==> src/rtl/cpwm_pkg.sv <==
// Shared types for the complementary PWM counter core.
// Assumes nothing beyond the 1-bit encodings below.
package cpwm_pkg;
    typedef enum logic {
        DIR_DN = 1'b0,
        DIR_UP = 1'b1
    } dir_e;

    typedef enum logic {
        WIN_PEAK   = 1'b0,
        WIN_TROUGH = 1'b1
    } win_e;
endpackage

==> src/rtl/cpwm_carrier.sv <==
// Triangular up/down carrier counter between a low and a high turnaround.
// While run is low it reloads init_val and points up. It steps once per
// enabled cycle and reverses on equality with a turnaround value.
// Assumes lo_val <= init_val <= hi_val when run rises.
module cpwm_carrier
    import cpwm_pkg::*;
#(
    parameter int W = 16
) (
    input  logic         clk,
    input  logic         rst_n,
    input  logic         run,
    input  logic         ce,
    input  logic [W-1:0] lo_val,
    input  logic [W-1:0] hi_val,
    input  logic [W-1:0] init_val,
    output logic [W-1:0] cnt,
    output dir_e         dir,
    output logic         turn_hi,
    output logic         turn_lo
);
    localparam logic [W-1:0] ONE = W'(1);

    // Reversal indicators for the current enabled cycle.
    always_comb begin
        turn_hi = run && ce && (dir == DIR_UP) && (cnt == hi_val);
        turn_lo = run && ce && (dir == DIR_DN) && (cnt == lo_val);
    end

    // Count register with reload, step and turnaround.
    always_ff @(posedge clk) begin
        if (!rst_n) begin
            cnt <= '0;
            dir <= DIR_UP;
        end else if (!run) begin
            cnt <= init_val;
            dir <= DIR_UP;
        end else if (ce) begin
            if (turn_hi) begin
                dir <= DIR_DN;
                cnt <= cnt - ONE;
            end else if (turn_lo) begin
                dir <= DIR_UP;
                cnt <= cnt + ONE;
            end else if (dir == DIR_UP) begin
                cnt <= cnt + ONE;
            end else begin
                cnt <= cnt - ONE;
            end
        end
    end

    // Each enabled running cycle moves the count by exactly one.
    assert_unit_step_R2: assert property (@(posedge clk) disable iff (!rst_n)
        (run && ce) |=> ((cnt == $past(cnt) + ONE) || (cnt == $past(cnt) - ONE)));

    // Idle cycles reload the initial value pointing up.
    assert_idle_reload_R1: assert property (@(posedge clk) disable iff (!rst_n)
        !run |=> ((cnt == $past(init_val)) && (dir == DIR_UP)));

    // No enable, no movement.
    assert_freeze_R10: assert property (@(posedge clk) disable iff (!rst_n)
        (run && !ce) |=> ($stable(cnt) && $stable(dir)));
endmodule

==> src/rtl/cpwm_aux.sv <==
// Auxiliary counter that runs only inside the dead-time windows.
// Peak window: load peak, count down to half, up to peak, then clear and stop.
// Trough window: load 0, count up to dead, down to 0, then load peak and stop.
// Outside a window the value is held. A window entry wins over a running window.
// Assumes the caller raises each entry strobe for a single enabled cycle.
module cpwm_aux
    import cpwm_pkg::*;
#(
    parameter int W = 16
) (
    input  logic         clk,
    input  logic         rst_n,
    input  logic         run,
    input  logic         ce,
    input  logic         enter_pk,
    input  logic         enter_tr,
    input  logic [W-1:0] peak_val,
    input  logic [W-1:0] half_val,
    input  logic [W-1:0] dead_val,
    output logic [W-1:0] x,
    output dir_e         dir,
    output logic         active,
    output win_e         win
);
    localparam logic [W-1:0] ONE = W'(1);

    logic step;

    // An auxiliary step happens only when running and enabled.
    always_comb step = run && ce;

    // Window state machine and counting.
    always_ff @(posedge clk) begin
        if (!rst_n) begin
            x      <= '0;
            dir    <= DIR_UP;
            active <= 1'b0;
            win    <= WIN_PEAK;
        end else if (!run) begin
            active <= 1'b0;
        end else if (step) begin
            if (enter_pk) begin
                x      <= peak_val;
                dir    <= DIR_DN;
                active <= 1'b1;
                win    <= WIN_PEAK;
            end else if (enter_tr) begin
                x      <= '0;
                dir    <= DIR_UP;
                active <= 1'b1;
                win    <= WIN_TROUGH;
            end else if (active) begin
                if (win == WIN_PEAK) begin
                    if (dir == DIR_DN) begin
                        if (x == half_val) begin
                            dir <= DIR_UP;
                            x   <= x + ONE;
                        end else begin
                            x <= x - ONE;
                        end
                    end else if (x == peak_val) begin
                        x      <= '0;
                        active <= 1'b0;
                    end else begin
                        x <= x + ONE;
                    end
                end else begin
                    if (dir == DIR_UP) begin
                        if (x == dead_val) begin
                            dir <= DIR_DN;
                            x   <= x - ONE;
                        end else begin
                            x <= x + ONE;
                        end
                    end else if (x == '0) begin
                        x      <= peak_val;
                        active <= 1'b0;
                    end else begin
                        x <= x - ONE;
                    end
                end
            end
        end
    end

    // Held value while outside any window.
    assert_hold_idle_R6: assert property (@(posedge clk) disable iff (!rst_n)
        (!active && !(step && (enter_pk || enter_tr))) |=> $stable(x));

    // A peak entry always lands on the peak value, counting down.
    assert_peak_entry_R4: assert property (@(posedge clk) disable iff (!rst_n)
        (step && enter_pk) |=> (active && (x == $past(peak_val)) && (dir == DIR_DN)));

    // A trough entry always starts from zero, counting up.
    assert_trough_entry_R5: assert property (@(posedge clk) disable iff (!rst_n)
        (step && !enter_pk && enter_tr) |=> (active && (x == '0) && (dir == DIR_UP)));
endmodule

==> src/rtl/cpwm_phase.sv <==
// One complementary output pair driven by a duty compare against the
// auxiliary counter. A match in the peak window turns the upper switch off
// and the lower on; a match in the trough window does the reverse. Both are
// off after reset. Compares happen only on enabled cycles inside a window.
module cpwm_phase
    import cpwm_pkg::*;
#(
    parameter int W = 16
) (
    input  logic         clk,
    input  logic         rst_n,
    input  logic         ce,
    input  logic         active,
    input  win_e         win,
    input  logic [W-1:0] x,
    input  logic [W-1:0] duty,
    output logic         hi,
    output logic         lo
);
    logic hit;

    // Duty match qualified by the window being open.
    always_comb hit = ce && active && (x == duty);

    // Output pair update on a qualified match.
    always_ff @(posedge clk) begin
        if (!rst_n) begin
            hi <= 1'b0;
            lo <= 1'b0;
        end else if (hit) begin
            hi <= (win == WIN_TROUGH);
            lo <= (win == WIN_PEAK);
        end
    end

    // Never both switches of a pair on.
    assert_no_shoot_through_R9: assert property (@(posedge clk) disable iff (!rst_n)
        !(hi && lo));

    // Outputs move only through a window compare.
    assert_pair_quiet_R9: assert property (@(posedge clk) disable iff (!rst_n)
        !active |=> ($stable(hi) && $stable(lo)));
endmodule

==> src/rtl/cpwm_triple_counter.sv <==
// Counter core of a three-phase complementary PWM generator.
// Carrier A runs dead..peak, carrier B runs 0..half in lockstep, and the
// auxiliary counter runs only in the dead-time windows at peak and trough.
// Three compare stages drive complementary output pairs.
// Assumes peak == half + dead (flagged otherwise) and half >= 2*dead.
module cpwm_triple_counter
    import cpwm_pkg::*;
#(
    parameter int W      = 16,
    parameter int PHASES = 3
) (
    input  logic              clk,
    input  logic              rst_n,
    input  logic              ce,
    input  logic              start,
    input  logic [W-1:0]      peak_val,
    input  logic [W-1:0]      half_val,
    input  logic [W-1:0]      dead_val,
    input  logic [W-1:0]      duty_u,
    input  logic [W-1:0]      duty_v,
    input  logic [W-1:0]      duty_w,
    output logic [W-1:0]      cnt_a,
    output logic [W-1:0]      cnt_b,
    output logic [W-1:0]      cnt_x,
    output logic              dir_a,
    output logic              dir_b,
    output logic              dir_x,
    output logic              aux_active,
    output logic              peak_pulse,
    output logic              trough_pulse,
    output logic              cfg_err,
    output logic [PHASES-1:0] pwm_hi,
    output logic [PHASES-1:0] pwm_lo
);
    localparam int SW = W + 1;

    dir_e         a_dir, b_dir, x_dir;
    win_e         x_win;
    logic         a_hi, a_lo, b_hi_unused, b_lo_unused;
    logic         enter_pk, enter_tr;
    logic [W-1:0] duty_arr [PHASES];

    // Carrier A: dead..peak, starts from dead.
    cpwm_carrier #(.W(W)) u_car_a (
        .clk(clk), .rst_n(rst_n), .run(start), .ce(ce),
        .lo_val(dead_val), .hi_val(peak_val), .init_val(dead_val),
        .cnt(cnt_a), .dir(a_dir), .turn_hi(a_hi), .turn_lo(a_lo)
    );

    // Carrier B: 0..half, starts from zero.
    cpwm_carrier #(.W(W)) u_car_b (
        .clk(clk), .rst_n(rst_n), .run(start), .ce(ce),
        .lo_val('0), .hi_val(half_val), .init_val('0),
        .cnt(cnt_b), .dir(b_dir), .turn_hi(b_hi_unused), .turn_lo(b_lo_unused)
    );

    // Window entry strobes from the carriers crossing their inner thresholds.
    always_comb begin
        enter_pk = (a_dir == DIR_UP) && (cnt_a == half_val);
        enter_tr = (b_dir == DIR_DN) && (cnt_b == dead_val);
    end

    // Auxiliary dead-time counter.
    cpwm_aux #(.W(W)) u_aux (
        .clk(clk), .rst_n(rst_n), .run(start), .ce(ce),
        .enter_pk(enter_pk), .enter_tr(enter_tr),
        .peak_val(peak_val), .half_val(half_val), .dead_val(dead_val),
        .x(cnt_x), .dir(x_dir), .active(aux_active), .win(x_win)
    );

    // Direction flags as plain bits.
    always_comb begin
        dir_a = (a_dir == DIR_UP);
        dir_b = (b_dir == DIR_UP);
        dir_x = (x_dir == DIR_UP);
    end

    // Duty values gathered per phase.
    always_comb begin
        for (int i = 0; i < PHASES; i++) duty_arr[i] = '0;
        duty_arr[0] = duty_u;
        if (PHASES > 1) duty_arr[1] = duty_v;
        if (PHASES > 2) duty_arr[2] = duty_w;
    end

    // One compare stage per phase.
    for (genvar g = 0; g < PHASES; g++) begin : g_phase
        cpwm_phase #(.W(W)) u_ph (
            .clk(clk), .rst_n(rst_n), .ce(ce), .active(aux_active),
            .win(x_win), .x(cnt_x), .duty(duty_arr[g]),
            .hi(pwm_hi[g]), .lo(pwm_lo[g])
        );
    end

    // Turnaround events and configuration check, registered.
    always_ff @(posedge clk) begin
        if (!rst_n) begin
            peak_pulse   <= 1'b0;
            trough_pulse <= 1'b0;
            cfg_err      <= 1'b0;
        end else begin
            peak_pulse   <= a_hi;
            trough_pulse <= a_lo;
            cfg_err      <= (SW'(peak_val) != (SW'(half_val) + SW'(dead_val)));
        end
    end

    // A peak event coincides with carrier A having turned down.
    assert_peak_dir_R7: assert property (@(posedge clk) disable iff (!rst_n)
        peak_pulse |-> !dir_a);

    // A trough event coincides with carrier A having turned up.
    assert_trough_dir_R7: assert property (@(posedge clk) disable iff (!rst_n)
        trough_pulse |-> dir_a);

    // Events last one cycle.
    assert_peak_single_R7: assert property (@(posedge clk) disable iff (!rst_n)
        peak_pulse |=> !peak_pulse);

    // Carrier B moves in the same cycles as carrier A.
    assert_lockstep_R3: assert property (@(posedge clk) disable iff (!rst_n)
        (start && ce) |=> (cnt_b != $past(cnt_b)));
endmodule

==> config.mk <==
export PLATFORM = sky130hd
export DESIGN_NAME = cpwm_triple_counter
export DESIGN_NICKNAME = d
export VERILOG_FILES = /design/src/rtl/cpwm_pkg.sv /design/src/rtl/cpwm_carrier.sv /design/src/rtl/cpwm_aux.sv /design/src/rtl/cpwm_phase.sv /design/src/rtl/cpwm_triple_counter.sv
export SDC_FILE = /design/constraint.sdc
export NUM_CORES = 1
export LEC_CHECK = 0
export ABC_AREA = 0
export CAP_MARGIN = 20
export CORE_UTILIZATION = 45
export CTS_CLUSTER_DIAMETER = 120
export DETAILED_ROUTE_END_ITERATION = 6
export GPL_ROUTABILITY_DRIVEN = 0
export GPL_TIMING_DRIVEN = 0
export PLACE_DENSITY_LB_ADDON = 0.3
export SETUP_SLACK_MARGIN = 0.3
export SYNTH_ARGS = -nofsm -noshare
export SYNTH_HDL_FRONTEND = slang
export SYNTH_HIERARCHICAL = 1
export SYNTH_SLANG_ARGS = --single-unit
==> constraint.sdc <==
create_clock -name clk -period 7.55 [get_ports clk]
set_clock_uncertainty 0.2 [all_clocks]
set_input_delay 1.51 -clock clk [delete_from_list [all_inputs] [get_ports clk]]
set_output_delay 1.51 -clock clk [all_outputs]
set_load 0.1 [all_outputs]
==> out/qor.log <==
[global_routing] total routing usage reported by global routing 0.340
[route] antenna viol nets, final 0
[timing] number of endpoints failing setup at the final stage 0
[floorplanning] Floorplan Core Area 19,500 um2
[cts] Reg clk slew, reported paths 0.06 ns
[power_and_ir_drop] worst supply voltage drop on vdd 120 uV
[cts] CTS Hold Buffers Added 0
[cts] htree depth 3
[cts] maximum clock insertion buffer count 2
[setup_path] required time of the worst setup path 7.59 ns
[floorplanning] number of rows in the core area 51
[setup_path] kind of start point of the critical path input port
[timing] final worst path period need 5.54 ns
[global_routing] number of antenna violations at the first check in global routing 0
[global_routing] first-pass GRT wire length 53,200 um
[power_and_ir_drop] leakage 4.44 nW
[place] Port-buffer cells 160
[setup_path] Worst Setup End Kind flop
[cts] Post-CTS Resized 0
[cts] latest clock arrival within the worst-skew pair 0.35 ns
[floorplanning] Die Height 143 um
[synthesis] Cell Area, Synth 8970 um2
[setup_path] type of the worst setup path in2reg
[route] DRC violations left 3
[timing] final clock period utilization by the worst path 0.734
[finish] ant diodes 0
[timing] transition time at the pin with the least slew margin 1.12 ns
[timing] FMAX 180 MHz
[place] detailed placer's ending HPWL 26,400 um
[power_and_ir_drop] power density of the placed cells 117 nW/um2
[synthesis] Syn. warnings 6
[finish] area used by sequential logic in the layout 1240 um2
[finish] post-route cell area 11,300 um2
[route] DRC violation total after the first TritonRoute iteration 1,265
[cts] CTS sink count 62
[setup_path] Worst Path Max Fanout 10
[global_routing] pin count of the biggest net entering global routing 23
[route] via density per instance 6.25
[route] total via count after detailed routing 10,500
[floorplanning] starting density of the core 0.459
[finish] area of the multi-input gates 7280 um2
[global_routing] via count of the first global-routing pass 9,644
[route] drt pass-1 iters 7
[timing] number of hold-slack violations in the final timing report 0
[cts] TritonCTS clock tree built
[hold_path] type of the worst min-delay path reg2reg
[floorplanning] Die ar. 20,500 um2
[finish] number of fill cells in the layout 1,856
[run_status] result of the run complete, but fails checks
[finish] layout overhead on the synthesized area 26.2%
[synthesis] mean post-synth cell area 7.43 um2
[setup_path] Data arrival, critical path 5.58 ns
[cts] total clock buffers created by CTS 9
[place] standard cell area after detailed placement 11,000 um2
[cts] Post-CTS Setup Bufs 0
[flow_run] # Max-Cap Violations 0
[run_status] violations in the final reports design-rule violations
[route] final wirelength 35,200 um
[finish] layout cell share with drive strength beyond 1 0.0714
[timing] unrepaired setup endpoints after global routing no
[timing] final-layout setup total negative slack 0 ns
[finish] most frequent standard cell in the layout excluding fill and tap cells xor2_1
[synthesis] gate count after technology mapping 1,207
[timing] remaining max-slew budget at the tightest pin 0.252
[route] routed len/inst 20.9 um
[timing] number of max-slew violations in the final report 0
[finish] number of nets in the layout 1,534
[finish] leading cell types in the layout, fill and taps excluded xor2_1, clkdlybuf4s50_1, nand2_1
[floorplanning] # IOs 161
[floorplanning] Die Wd 143 um
[global_routing] GR Overflow Total 0
[cts] clock tree root buffer cell clkbuf_16
[worst max-delay path, stage by stage]
cell and delay (ns):
clkdlybuf4s50_1 0.72, xor2_1 0.27, nor4_1 0.34, nand4_1 0.16, nor3_1 0.53, o311ai_1 0.28, or4_1 0.54, nor2_1 0.35
clkbuf_1 0.43, o211ai_1 0.15, o22ai_1 0.29
[area by class of cell]
class                           count  area share
Buffer                             90      0.0377
Clock buffer                        9      0.0199
Clock inverter                      7     0.00652
Inverter                           36      0.0119
Multi-Input combinational cell   1050       0.643
Sequential cell                    62       0.110
Tap cell                          265      0.0293
Timing Repair Buffer              161       0.142
[layer usage]
metal  vias up  GRT usage  wire length, um
met1      4829      0.434            13800
met3       141     0.0728             4230
met4         0      0.181             1720
met5         -          0                0
met2       804      0.534            15500
li1       4733          -                -
[registers in the layout (all words and copies together) (netlist names)]
| name | flops |
|---|---|
| u_car_b/dir | 1 |
| u_car_a/dir | 1 |
| u_car_a/cnt | 16 |
| g_phase.u_ph/lo | 3 |
| u_aux/x | 16 |
| cfg_err | 1 |
| u_aux/dir | 1 |
| u_aux/win | 1 |
| u_aux/active | 1 |
| peak_pulse | 1 |
| trough_pulse | 1 |
| g_phase.u_ph/hi | 3 |
| u_car_b/cnt | 16 |
[per-stage QoR]
stage	setup WS (ns)	total power [mW]	util	instances	hold slack (ns)
after floorplan	3.34	0.692	-	1238	0.319
after global placement	1.52	0.872	0.564	1663	0.243
after detailed placement	1.80	0.879	0.565	1664	0.249
after CTS	2.15	1.32	0.580	1680	0.257
after global routing	1.81	1.37	0.580	1680	0.282
final	2.01	1.33	0.580	1680	0.256
[path summary, 6_finish.rpt]
kind	end	from	depth (start not counted)	slack, ns
worst min-delay path	g_phase[2].u_ph/lo$_SDFFE_PN0P_	g_phase[2].u_ph/lo$_SDFFE_PN0P_	2	0.26
worst max register to register	u_aux/x[11]$_SDFFE_PN0P_	u_car_a/cnt[15]$_SDFFE_PN0P_	10	3.52
worst min register to register	g_phase[2].u_ph/lo$_SDFFE_PN0P_	g_phase[2].u_ph/lo$_SDFFE_PN0P_	2	0.26
worst max-delay path	u_aux/x[11]$_SDFFE_PN0P_	dead_val[9]	11	2.01
[report_power, final]
group          total, mW  internal (mW)  switching, mW
registers          0.359          0.339         0.0197
clock network      0.440          0.256          0.184
logic              0.531          0.192          0.339
Power figures use the tool's default switching activity.
